`src/rtl/fdc_cmd_pkg.sv`:
```
package fdc_cmd_pkg;

  typedef enum logic [1:0] {
    CLS_T1 = 2'd0,
    CLS_T2 = 2'd1,
    CLS_T3 = 2'd2,
    CLS_FI = 2'd3
  } cmd_class_e;

  typedef enum logic [1:0] {
    ST_IDLE = 2'd0,
    ST_WAIT = 2'd1,
    ST_RUN  = 2'd2
  } disp_state_e;

  // status bit positions (engines and host decode these)
  localparam int SB_BUSY  = 0;
  localparam int SB_IDX   = 1;
  localparam int SB_LOST  = 2;
  localparam int SB_CRC   = 3;
  localparam int SB_RNF   = 4;
  localparam int SB_SPIN  = 5;
  localparam int SB_WPROT = 6;
  localparam int SB_MOTOR = 7;

  localparam int FLAG_LO = 1;
  localparam int NFLAG   = 6;

  // flag clear mask, index i stands for status bit i+FLAG_LO
  function automatic logic [NFLAG-1:0] flag_clear(cmd_class_e c);
    logic [NFLAG-1:0] m;
    m = '0;
    unique case (c)
      CLS_T1: begin
        m[SB_IDX-FLAG_LO] = 1'b1;
        m[SB_CRC-FLAG_LO] = 1'b1;
        m[SB_RNF-FLAG_LO] = 1'b1;
      end
      CLS_T2: begin
        m[SB_IDX-FLAG_LO]   = 1'b1;
        m[SB_LOST-FLAG_LO]  = 1'b1;
        m[SB_RNF-FLAG_LO]   = 1'b1;
        m[SB_SPIN-FLAG_LO]  = 1'b1;
        m[SB_WPROT-FLAG_LO] = 1'b1;
      end
      CLS_T3: begin
        m[SB_IDX-FLAG_LO]  = 1'b1;
        m[SB_LOST-FLAG_LO] = 1'b1;
        m[SB_RNF-FLAG_LO]  = 1'b1;
        m[SB_SPIN-FLAG_LO] = 1'b1;
      end
      default: begin
        m[SB_IDX-FLAG_LO]   = 1'b1;
        m[SB_CRC-FLAG_LO]   = 1'b1;
        m[SB_WPROT-FLAG_LO] = 1'b1;
      end
    endcase
    return m;
  endfunction

endpackage

```
`src/rtl/fdc_cmd_decode.sv`:
```
module fdc_cmd_decode
  import fdc_cmd_pkg::*;
(
  input  logic [7:2]  cmd,
  output cmd_class_e  cls,
  output logic        fi_now,
  output logic        fi_on_index,
  output logic        skip_spin,
  output logic        want_settle,
  output logic        is_write
);

  always_comb begin
    if (cmd[7:4] == 4'hD) begin
      cls = CLS_FI;
    end else if (!cmd[7]) begin
      cls = CLS_T1;
    end else if (!cmd[6]) begin
      cls = CLS_T2;
    end else begin
      cls = CLS_T3;
    end
  end

  always_comb begin
    fi_now      = cmd[3];
    fi_on_index = !cmd[3] && cmd[2];
    skip_spin   = cmd[3];
    want_settle = cmd[2] && ((cls == CLS_T2) || (cls == CLS_T3));
    unique case (cls)
      CLS_T2:  is_write = cmd[5];
      CLS_T3:  is_write = cmd[5] && cmd[4];
      default: is_write = 1'b0;
    endcase
  end

endmodule

```
`src/rtl/fdc_delay_timer.sv`:
```
module fdc_delay_timer #(
  parameter int CNT_W = 11
) (
  input  logic             clk,
  input  logic             rst_n,
  input  logic             load,
  input  logic [CNT_W-1:0] load_val,
  input  logic             tick,
  output logic             expired
);

  logic [CNT_W-1:0] cnt_q;
  logic [CNT_W-1:0] cnt_d;

  always_comb begin
    cnt_d = cnt_q;
    if (load) begin
      cnt_d = load_val;
    end else if (tick && (cnt_q != '0)) begin
      cnt_d = cnt_q - 1'b1;
    end
  end

  always_ff @(posedge clk or negedge rst_n) begin
    if (!rst_n) begin
      cnt_q <= '0;
    end else begin
      cnt_q <= cnt_d;
    end
  end

  assign expired = (cnt_q == '0);

  // without a tick the remaining wait never moves
  p_hold_without_tick_r10: assert property (@(posedge clk) disable iff (!rst_n)
    (!load && !tick) |=> $stable(cnt_q));

endmodule

```
`src/rtl/fdc_status_bits.sv`:
```
module fdc_status_bits
  import fdc_cmd_pkg::*;
(
  input  logic             clk,
  input  logic             rst_n,
  input  logic             clr_en,
  input  logic [NFLAG-1:0] clr_mask,
  input  logic             set_en,
  input  logic [NFLAG-1:0] set_bits,
  input  logic             tr0_load,
  input  logic             tr0_lvl,
  output logic [NFLAG-1:0] flags
);

  logic [NFLAG-1:0] flag_q;
  logic [NFLAG-1:0] flag_d;

  for (genvar gi = 0; gi < NFLAG; gi++) begin : g_flag
    logic kept;
    assign kept = (flag_q[gi] | (set_en & set_bits[gi])) & ~(clr_en & clr_mask[gi]);
    if (gi + FLAG_LO == SB_LOST) begin : g_lost
      assign flag_d[gi] = tr0_load ? tr0_lvl : kept;
    end else begin : g_plain
      assign flag_d[gi] = kept;
    end
  end

  always_ff @(posedge clk or negedge rst_n) begin
    if (!rst_n) begin
      flag_q <= '0;
    end else begin
      flag_q <= flag_d;
    end
  end

  assign flags = flag_q;

  // after a forced interrupt the lost/track-zero bit mirrors the input
  p_tr0_mirror_r4: assert property (@(posedge clk) disable iff (!rst_n)
    tr0_load |=> (flags[SB_LOST-FLAG_LO] == $past(tr0_lvl)));

endmodule

```
`src/rtl/fdc_cmd_dispatch.sv`:
```
module fdc_cmd_dispatch
  import fdc_cmd_pkg::*;
#(
  parameter int SPINUP_MS = 1200,
  parameter int SETTLE_MS = 30
) (
  input  logic       clk,
  input  logic       rst_n,
  input  logic       cmd_wr,
  input  logic [7:0] cmd_byte,
  input  logic       ms_tick,
  input  logic       index_pulse,
  input  logic       track0,
  input  logic       drive_ready,
  input  logic       eng_done,
  input  logic       eng_drq,
  input  logic [5:0] eng_flags,
  output logic [7:0] status,
  output logic       intrq,
  output logic       drq,
  output logic       motor_on,
  output logic [7:0] cmd_latched,
  output logic       op_write,
  output logic       start_step,
  output logic       start_sector,
  output logic       start_track
);

  localparam int TOTAL_MS = SPINUP_MS + SETTLE_MS;
  localparam int CNT_W    = $clog2(TOTAL_MS + 1);
  localparam int N_ENG    = 3;

  // reset: asserted asynchronously, released on the clock
  logic rst_meta_q;
  logic rst_ni;

  always_ff @(posedge clk or negedge rst_n) begin
    if (!rst_n) begin
      rst_meta_q <= 1'b0;
      rst_ni     <= 1'b0;
    end else begin
      rst_meta_q <= 1'b1;
      rst_ni     <= rst_meta_q;
    end
  end

  // command decode
  cmd_class_e cls;
  logic       fi_now;
  logic       fi_on_index;
  logic       skip_spin;
  logic       want_settle;
  logic       is_write;

  fdc_cmd_decode u_decode (
    .cmd         (cmd_byte[7:2]),
    .cls         (cls),
    .fi_now      (fi_now),
    .fi_on_index (fi_on_index),
    .skip_spin   (skip_spin),
    .want_settle (want_settle),
    .is_write    (is_write)
  );

  // state
  disp_state_e      state_q, state_d;
  cmd_class_e       cls_q;
  logic [7:0]       cmd_q;
  logic             opw_q;
  logic             motor_q, motor_d;
  logic             intrq_q, intrq_d;
  logic             arm_q, arm_d;
  logic             drq_q, drq_d;
  logic [N_ENG-1:0] start_q, start_d;

  logic busy;
  logic fi_hit;
  logic accept;
  logic reject;
  logic launch;
  logic done_hit;
  logic index_hit;
  logic expired;
  logic go;

  assign busy      = (state_q != ST_IDLE);
  assign fi_hit    = cmd_wr && (cls == CLS_FI);
  assign accept    = cmd_wr && (cls != CLS_FI) && !busy;
  assign reject    = accept && ((cls == CLS_T2) || (cls == CLS_T3)) && !drive_ready;
  assign launch    = accept && !reject;
  assign done_hit  = eng_done && (state_q == ST_RUN);
  assign index_hit = arm_q && index_pulse && !cmd_wr;
  assign go        = (state_q == ST_WAIT) && expired && !fi_hit;

  // wait length
  logic [CNT_W-1:0] spin_part;
  logic [CNT_W-1:0] settle_part;
  logic [CNT_W-1:0] wait_val;

  always_comb begin
    spin_part   = (!motor_q && !skip_spin) ? CNT_W'(SPINUP_MS) : '0;
    settle_part = want_settle ? CNT_W'(SETTLE_MS) : '0;
    wait_val    = spin_part + settle_part;
  end

  fdc_delay_timer #(
    .CNT_W (CNT_W)
  ) u_timer (
    .clk      (clk),
    .rst_n    (rst_ni),
    .load     (launch),
    .load_val (wait_val),
    .tick     (ms_tick),
    .expired  (expired)
  );

  // status flags 6..1
  logic [NFLAG-1:0] flags;
  logic [NFLAG-1:0] clr_mask;

  assign clr_mask = flag_clear(fi_hit ? CLS_FI : cls);

  fdc_status_bits u_flags (
    .clk      (clk),
    .rst_n    (rst_ni),
    .clr_en   (fi_hit || launch),
    .clr_mask (clr_mask),
    .set_en   (state_q == ST_RUN),
    .set_bits (eng_flags),
    .tr0_load (fi_hit),
    .tr0_lvl  (track0),
    .flags    (flags)
  );

  // next state
  always_comb begin
    state_d = state_q;
    if (fi_hit) begin
      state_d = ST_IDLE;
    end else begin
      unique case (state_q)
        ST_IDLE: if (launch)   state_d = ST_WAIT;
        ST_WAIT: if (expired)  state_d = ST_RUN;
        ST_RUN:  if (eng_done) state_d = ST_IDLE;
        default:               state_d = ST_IDLE;
      endcase
    end
  end

  always_comb begin
    motor_d = motor_q | launch;

    if (fi_hit && fi_now)                 intrq_d = 1'b1;
    else if (done_hit || reject)          intrq_d = 1'b1;
    else if (index_hit)                   intrq_d = 1'b1;
    else if (cmd_wr)                      intrq_d = 1'b0;
    else                                  intrq_d = intrq_q;

    if (fi_hit && fi_on_index)            arm_d = 1'b1;
    else if (cmd_wr || index_pulse)       arm_d = 1'b0;
    else                                  arm_d = arm_q;

    if (fi_hit || (launch && (cls == CLS_T1))) drq_d = 1'b0;
    else if (eng_drq && (state_q == ST_RUN))   drq_d = 1'b1;
    else                                       drq_d = drq_q;
  end

  for (genvar gi = 0; gi < N_ENG; gi++) begin : g_start
    assign start_d[gi] = go && (2'(cls_q) == 2'(gi));
  end

  // registers
  always_ff @(posedge clk or negedge rst_ni) begin
    if (!rst_ni) begin
      state_q <= ST_IDLE;
      motor_q <= 1'b0;
      intrq_q <= 1'b0;
      arm_q   <= 1'b0;
      drq_q   <= 1'b0;
      start_q <= '0;
    end else begin
      state_q <= state_d;
      motor_q <= motor_d;
      intrq_q <= intrq_d;
      arm_q   <= arm_d;
      drq_q   <= drq_d;
      start_q <= start_d;
    end
  end

  always_ff @(posedge clk or negedge rst_ni) begin
    if (!rst_ni) begin
      cmd_q <= '0;
      cls_q <= CLS_T1;
      opw_q <= 1'b0;
    end else if (accept) begin
      cmd_q <= cmd_byte;
      cls_q <= cls;
      opw_q <= is_write;
    end
  end

  // outputs
  assign status       = {motor_q, flags, busy};
  assign intrq        = intrq_q;
  assign drq          = drq_q;
  assign motor_on     = motor_q;
  assign cmd_latched  = cmd_q;
  assign op_write     = opw_q;
  assign start_step   = start_q[0];
  assign start_sector = start_q[1];
  assign start_track  = start_q[2];

  // at most one engine started, and only inside a command
  p_one_start_r1: assert property (@(posedge clk) disable iff (!rst_ni)
    $onehot0({start_step, start_sector, start_track}));
  p_start_inside_busy_r1: assert property (@(posedge clk) disable iff (!rst_ni)
    (start_step || start_sector || start_track) |-> status[SB_BUSY]);
  // forced interrupt always drops busy and blocks the start
  p_fi_idles_r2: assert property (@(posedge clk) disable iff (!rst_ni)
    fi_hit |=> (!status[SB_BUSY] && !drq && !(start_step || start_sector || start_track)));
  // writes during busy leave the latched command alone
  p_busy_ignore_r5: assert property (@(posedge clk) disable iff (!rst_ni)
    (cmd_wr && busy && !fi_hit) |=> $stable(cmd_latched));
  // any launch leaves the motor running
  p_motor_on_r9: assert property (@(posedge clk) disable iff (!rst_ni)
    launch |=> motor_on);
  // a plain command write drops the interrupt
  p_intrq_clear_r11: assert property (@(posedge clk) disable iff (!rst_ni)
    (cmd_wr && !fi_hit && !reject && !eng_done) |=> !intrq);
  // not-ready rejection ends at once with an interrupt
  p_reject_r12: assert property (@(posedge clk) disable iff (!rst_ni)
    reject |=> (intrq && !status[SB_BUSY]));

endmodule

```
`config.mk`:
```
export PLATFORM = sky130hd
export DESIGN_NAME = fdc_cmd_dispatch
export DESIGN_NICKNAME = d
export VERILOG_FILES = /design/src/rtl/fdc_cmd_pkg.sv /design/src/rtl/fdc_cmd_decode.sv /design/src/rtl/fdc_delay_timer.sv /design/src/rtl/fdc_status_bits.sv /design/src/rtl/fdc_cmd_dispatch.sv
export SDC_FILE = /design/constraint.sdc
export NUM_CORES = 1
export LEC_CHECK = 0
export BUFFER_PORTS_ARGS = -buffer_cell sky130_fd_sc_hd__buf_4
export CAP_MARGIN = 20
export CORE_UTILIZATION = 57
export CTS_CLUSTER_DIAMETER = 30
export DETAILED_ROUTE_END_ITERATION = 6
export MAX_ROUTING_LAYER = met4
export PLACE_DENSITY = 0.93
export SYNTH_ARGS = -nofsm -noshare
export SYNTH_HDL_FRONTEND = slang
export SYNTH_SLANG_ARGS = --single-unit
```
`constraint.sdc`:
```
create_clock -name clk -period 1.9 [get_ports clk]
set_input_delay 0 -clock clk [delete_from_list [all_inputs] [get_ports clk]]
set_output_delay 0 -clock clk [all_outputs]
set_load 0.01 [all_outputs]
```
==> impl_metrics.env <==
export IMPL_outcome="complete, no violations"
export IMPL_synthArstFlopShare=1.000
export IMPL_r2r_end="intrq"
export IMPL_r2r_start="state_q[1]"
export IMPL_overflow=0
export IMPL_cellInternalPower_uw=2002
export IMPL_io_pins=46
export IMPL_ys_seq_area_frac=0.5128
export IMPL_cts_root_buf="clkbuf_4"
export IMPL_min_path_cells=3
export IMPL_yosys_warnings=0
export IMPL_endpoint_kind="register"
export IMPL_dpl_worst_slack_ns=0.04390
export IMPL_start_util=0.6133
export IMPL_crit_path_start_kind="register"
export IMPL_viasPerCell=5.940
export IMPL_maxCapViolCount=0
export IMPL_timing_fmax_mhz=527.2
export IMPL_antenna_left=0
export IMPL_hpwl_microns=3321
export IMPL_track_usage=0.3459
export IMPL_clk_pin_slew_ns=0.12
export IMPL_hold_path_endpoint="op_write"
export IMPL_synth_main_ff_cell="dfrtp_1"
export IMPL_portBuffers=45
export IMPL_fin_tns_setup_ns=0
export IMPL_drt_pass1_iterations=4
export IMPL_pwr_share_clk=0.152
export IMPL_tritoncts="built"
export IMPL_rsz0062_at_grt="yes"
export IMPL_grt_max_degree=38
export IMPL_insertion_delay_ns=0.36
export IMPL_timing_final_ws_setup_ns=0.003012
export IMPL_cts_max_level=2
export IMPL_grt_pass1_vias=1785
export IMPL_tightest_slew_ns=0.5111
export IMPL_worstHoldPathType="in2reg"
export IMPL_num_rows=20
export IMPL_worstPathCellList="nor2b_1 -> buf_4 -> a221oi_2 -> o31ai_1 -> dlygate4sd3_1"
export IMPL_p_leak_uw=0.001224
export IMPL_arrival_ns=2.13
export IMPL_cts_sinks=39
export IMPL_ys_types=52
export IMPL_report_final_slew_viol_count=0
export IMPL_grt_pass1_wl_microns=8500
export IMPL_ir_drop_mv=0.8630
export IMPL_syn_nets=205
export IMPL_cp_slowest_cell="dlygate4sd3_1"
export IMPL_synth_area_sq_um=1903
export IMPL_required_ns=2.14
export IMPL_num_antenna_cells=0
export IMPL_areaGrowthSynthToFinish_pct=38.59
export IMPL_gp_congestion=0.8655
export IMPL_synthCells=178
export IMPL_cpPeakStageDelay_ns=0.59
export IMPL_slew_headroom=0.6564
export IMPL_layout_worst_path_cycle_share=0.9984
export IMPL_first_iter_violations=139
export IMPL_syn_avg_cell_area_sq_um=10.69
export IMPL_worstSetupPathType="reg2reg"
export IMPL_avgRoutedWirePerCell_microns=17.84
export IMPL_final_setup_skew_ns=0.01623
export IMPL_ff2ff_setup_slack_ns=0.003
export IMPL_power_switching_uw=1195
export IMPL_period_needed_ns=1.897
export IMPL_rr_worst_depth=5
export IMPL_coreArea_sq_um=3103
export IMPL_chipWidth_microns=59.78
export IMPL_cts_buffer_depth=2
export IMPL_antenna_found_initial=0
export IMPL_synth_edff_count=0
export IMPL_worst_path_max_fanout=9
export IMPL_nets=282
export IMPL_swShare=0.3738
export IMPL_die_area_sq_um=3574
export IMPL_drive_above_1_share=0.3203
export IMPL_wl_microns=5353
export IMPL_vias=1782
export IMPL_power_density_nw_per_um2=1212
export IMPL_cts_inserted_buffers=5
export IMPL_ys_seq_elements=39
export IMPL_fp_dieH_microns=59.78
export IMPL_hold_viol_final=0
export IMPL_combPwrFrac=0.419
export IMPL_hp_start="cmd_byte[4]"
export IMPL_seqPwrFrac=0.429
export IMPL_route_detailed_drc=0
export IMPL_finalSetupViolCount=0
-- how the worst max path moves through the flow --
stage,from,end
6_report,state_q[1],intrq
5_1_grt,u_timer.cnt_q[1],start_q[2]
4_1_cts,u_timer.cnt_q[1],start_q[1]
3_5_place_dp,u_timer.cnt_q[1],start_q[1]
3_3_place_gp,u_timer.cnt_q[2],u_timer.cnt_q[8]
2_1_floorplan,u_timer.cnt_q[6],u_timer.cnt_q[9]
-- final cells by class --
class | count | area [sq um]
clock buffer | 8 | 68.82
fill | 184 | 465.4
inverter | 7 | 26.28
multi-input combinational | 126 | 883.3
sequential | 39 | 978.4
tap | 44 | 55.05
timing repair buffer | 76 | 625.6
-- worst max-delay path, delay by kind of cell, from the launching register on --
family,cells,cell delay (ns)
buffers and inverters,2,0.77
DFF,1,0.45
AOI/OAI and AO/OA,2,0.40
and+or+nand+nor,1,0.16
-- cell usage in the layout, fill, tap and decap left out, drive strengths merged, types with 2 or more instances in the layout --
cell type    instances
a2111oi              2
or3                  4
nor2b                5
a211oi               2
a21oi               17
nor3                 4
buf                 54
o21ai                9
o31ai                2
o22a                 3
nor3b                2
ha                   4
a31oi                3
dlygate4sd3         22
o41ai                2
nand3b               2
nand4b               2
a21o                 2
nand2b               2
dfrtp               39
or2                  2
nor2                13
and2                 3
inv                  7
or4b                 2
nand2               11
and3                 2
nand3                4
mux2                 6
xnor2                3
clkbuf               8
-- flip-flops by register name (all words and copies together), names as in the netlist, 2 cells and up --
name	cells
u_timer.cnt_q	11
cmd_latched	8
u_flags.flags	6
start_q	3
cls_q	2
state_q	2
-- through the flow --
stage	cell area, sq um	util	std cells	hold slack (ns)	total power [uW]
global placement	2313	0.7456	269	-0.2170	2506
floorplan	1903	-	178	-0.2956	2059
detailed placement	2313	0.7456	269	-0.2158	2565
CTS	2603	0.8387	299	0.01361	3080
finish	2638	0.8500	300	0.02046	3198
global route	2638	0.8500	300	0.03145	3367
-- power by group through the flow --
stage	combinational (uW)	sequential, uW	clock, uW
2_1_floorplan	689	1370	0
3_5_place_dp	1210	1350	0
6_report	1340	1370	487
4_1_cts	1260	1340	487
3_3_place_gp	1170	1330	0
5_1_grt	1440	1400	528
-- synthesized netlist by cell type, types with 3 or more instances --
master / number / share of area
and2_1: 3 / 0.0099
a31oi_1: 3 / 0.0099
nor2b_1: 5 / 0.016
nor3_1: 3 / 0.0079
inv_1: 7 / 0.014
buf_4: 3 / 0.012
a21oi_1: 17 / 0.045
nand2_1: 11 / 0.022
dfrtp_1: 39 / 0.51
nor2_1: 13 / 0.026
o22a_1: 3 / 0.014
ha_1: 4 / 0.026
o21ai_0: 8 / 0.021
mux2_2: 6 / 0.036
nand3_1: 4 / 0.011
xnor2_1: 3 / 0.014
-- cell families (layout without fill, tap and decap cells) --
logic type / after synthesis / count (layout) / share of synthesized area
other: 1 / 1 / 0.001970
buffers and inverters: 13 / 91 / 0.03616
and+or+nand+nor: 63 / 63 / 0.2071
muxes: 6 / 6 / 0.03550
xor gates and xnor gates: 3 / 3 / 0.01381
adders and majority gates: 4 / 4 / 0.02630
DFF: 39 / 39 / 0.5128
AOI/OAI and AO/OA: 49 / 49 / 0.1663
-- routing by layer --
metal | part of all wire | vias to the layer above | GRT usage
met2 | 0.53 | 88 | 0.5857
met1 | 0.37 | 879 | 0.3874
met4 | 0.032 | 0 | 0.1528
li1 | - | 796 | -
met3 | 0.067 | 19 | 0.08225
met5 | 0 | - | -
-- timing repair --
item	CTS	global route
hold endpoints to repair	21	0
buffers inserted	0	1
hold buffers	22	0
endpoints found under the setup margin	0	18
resized for setup	0	8
(Power assumes the default switching activity.)
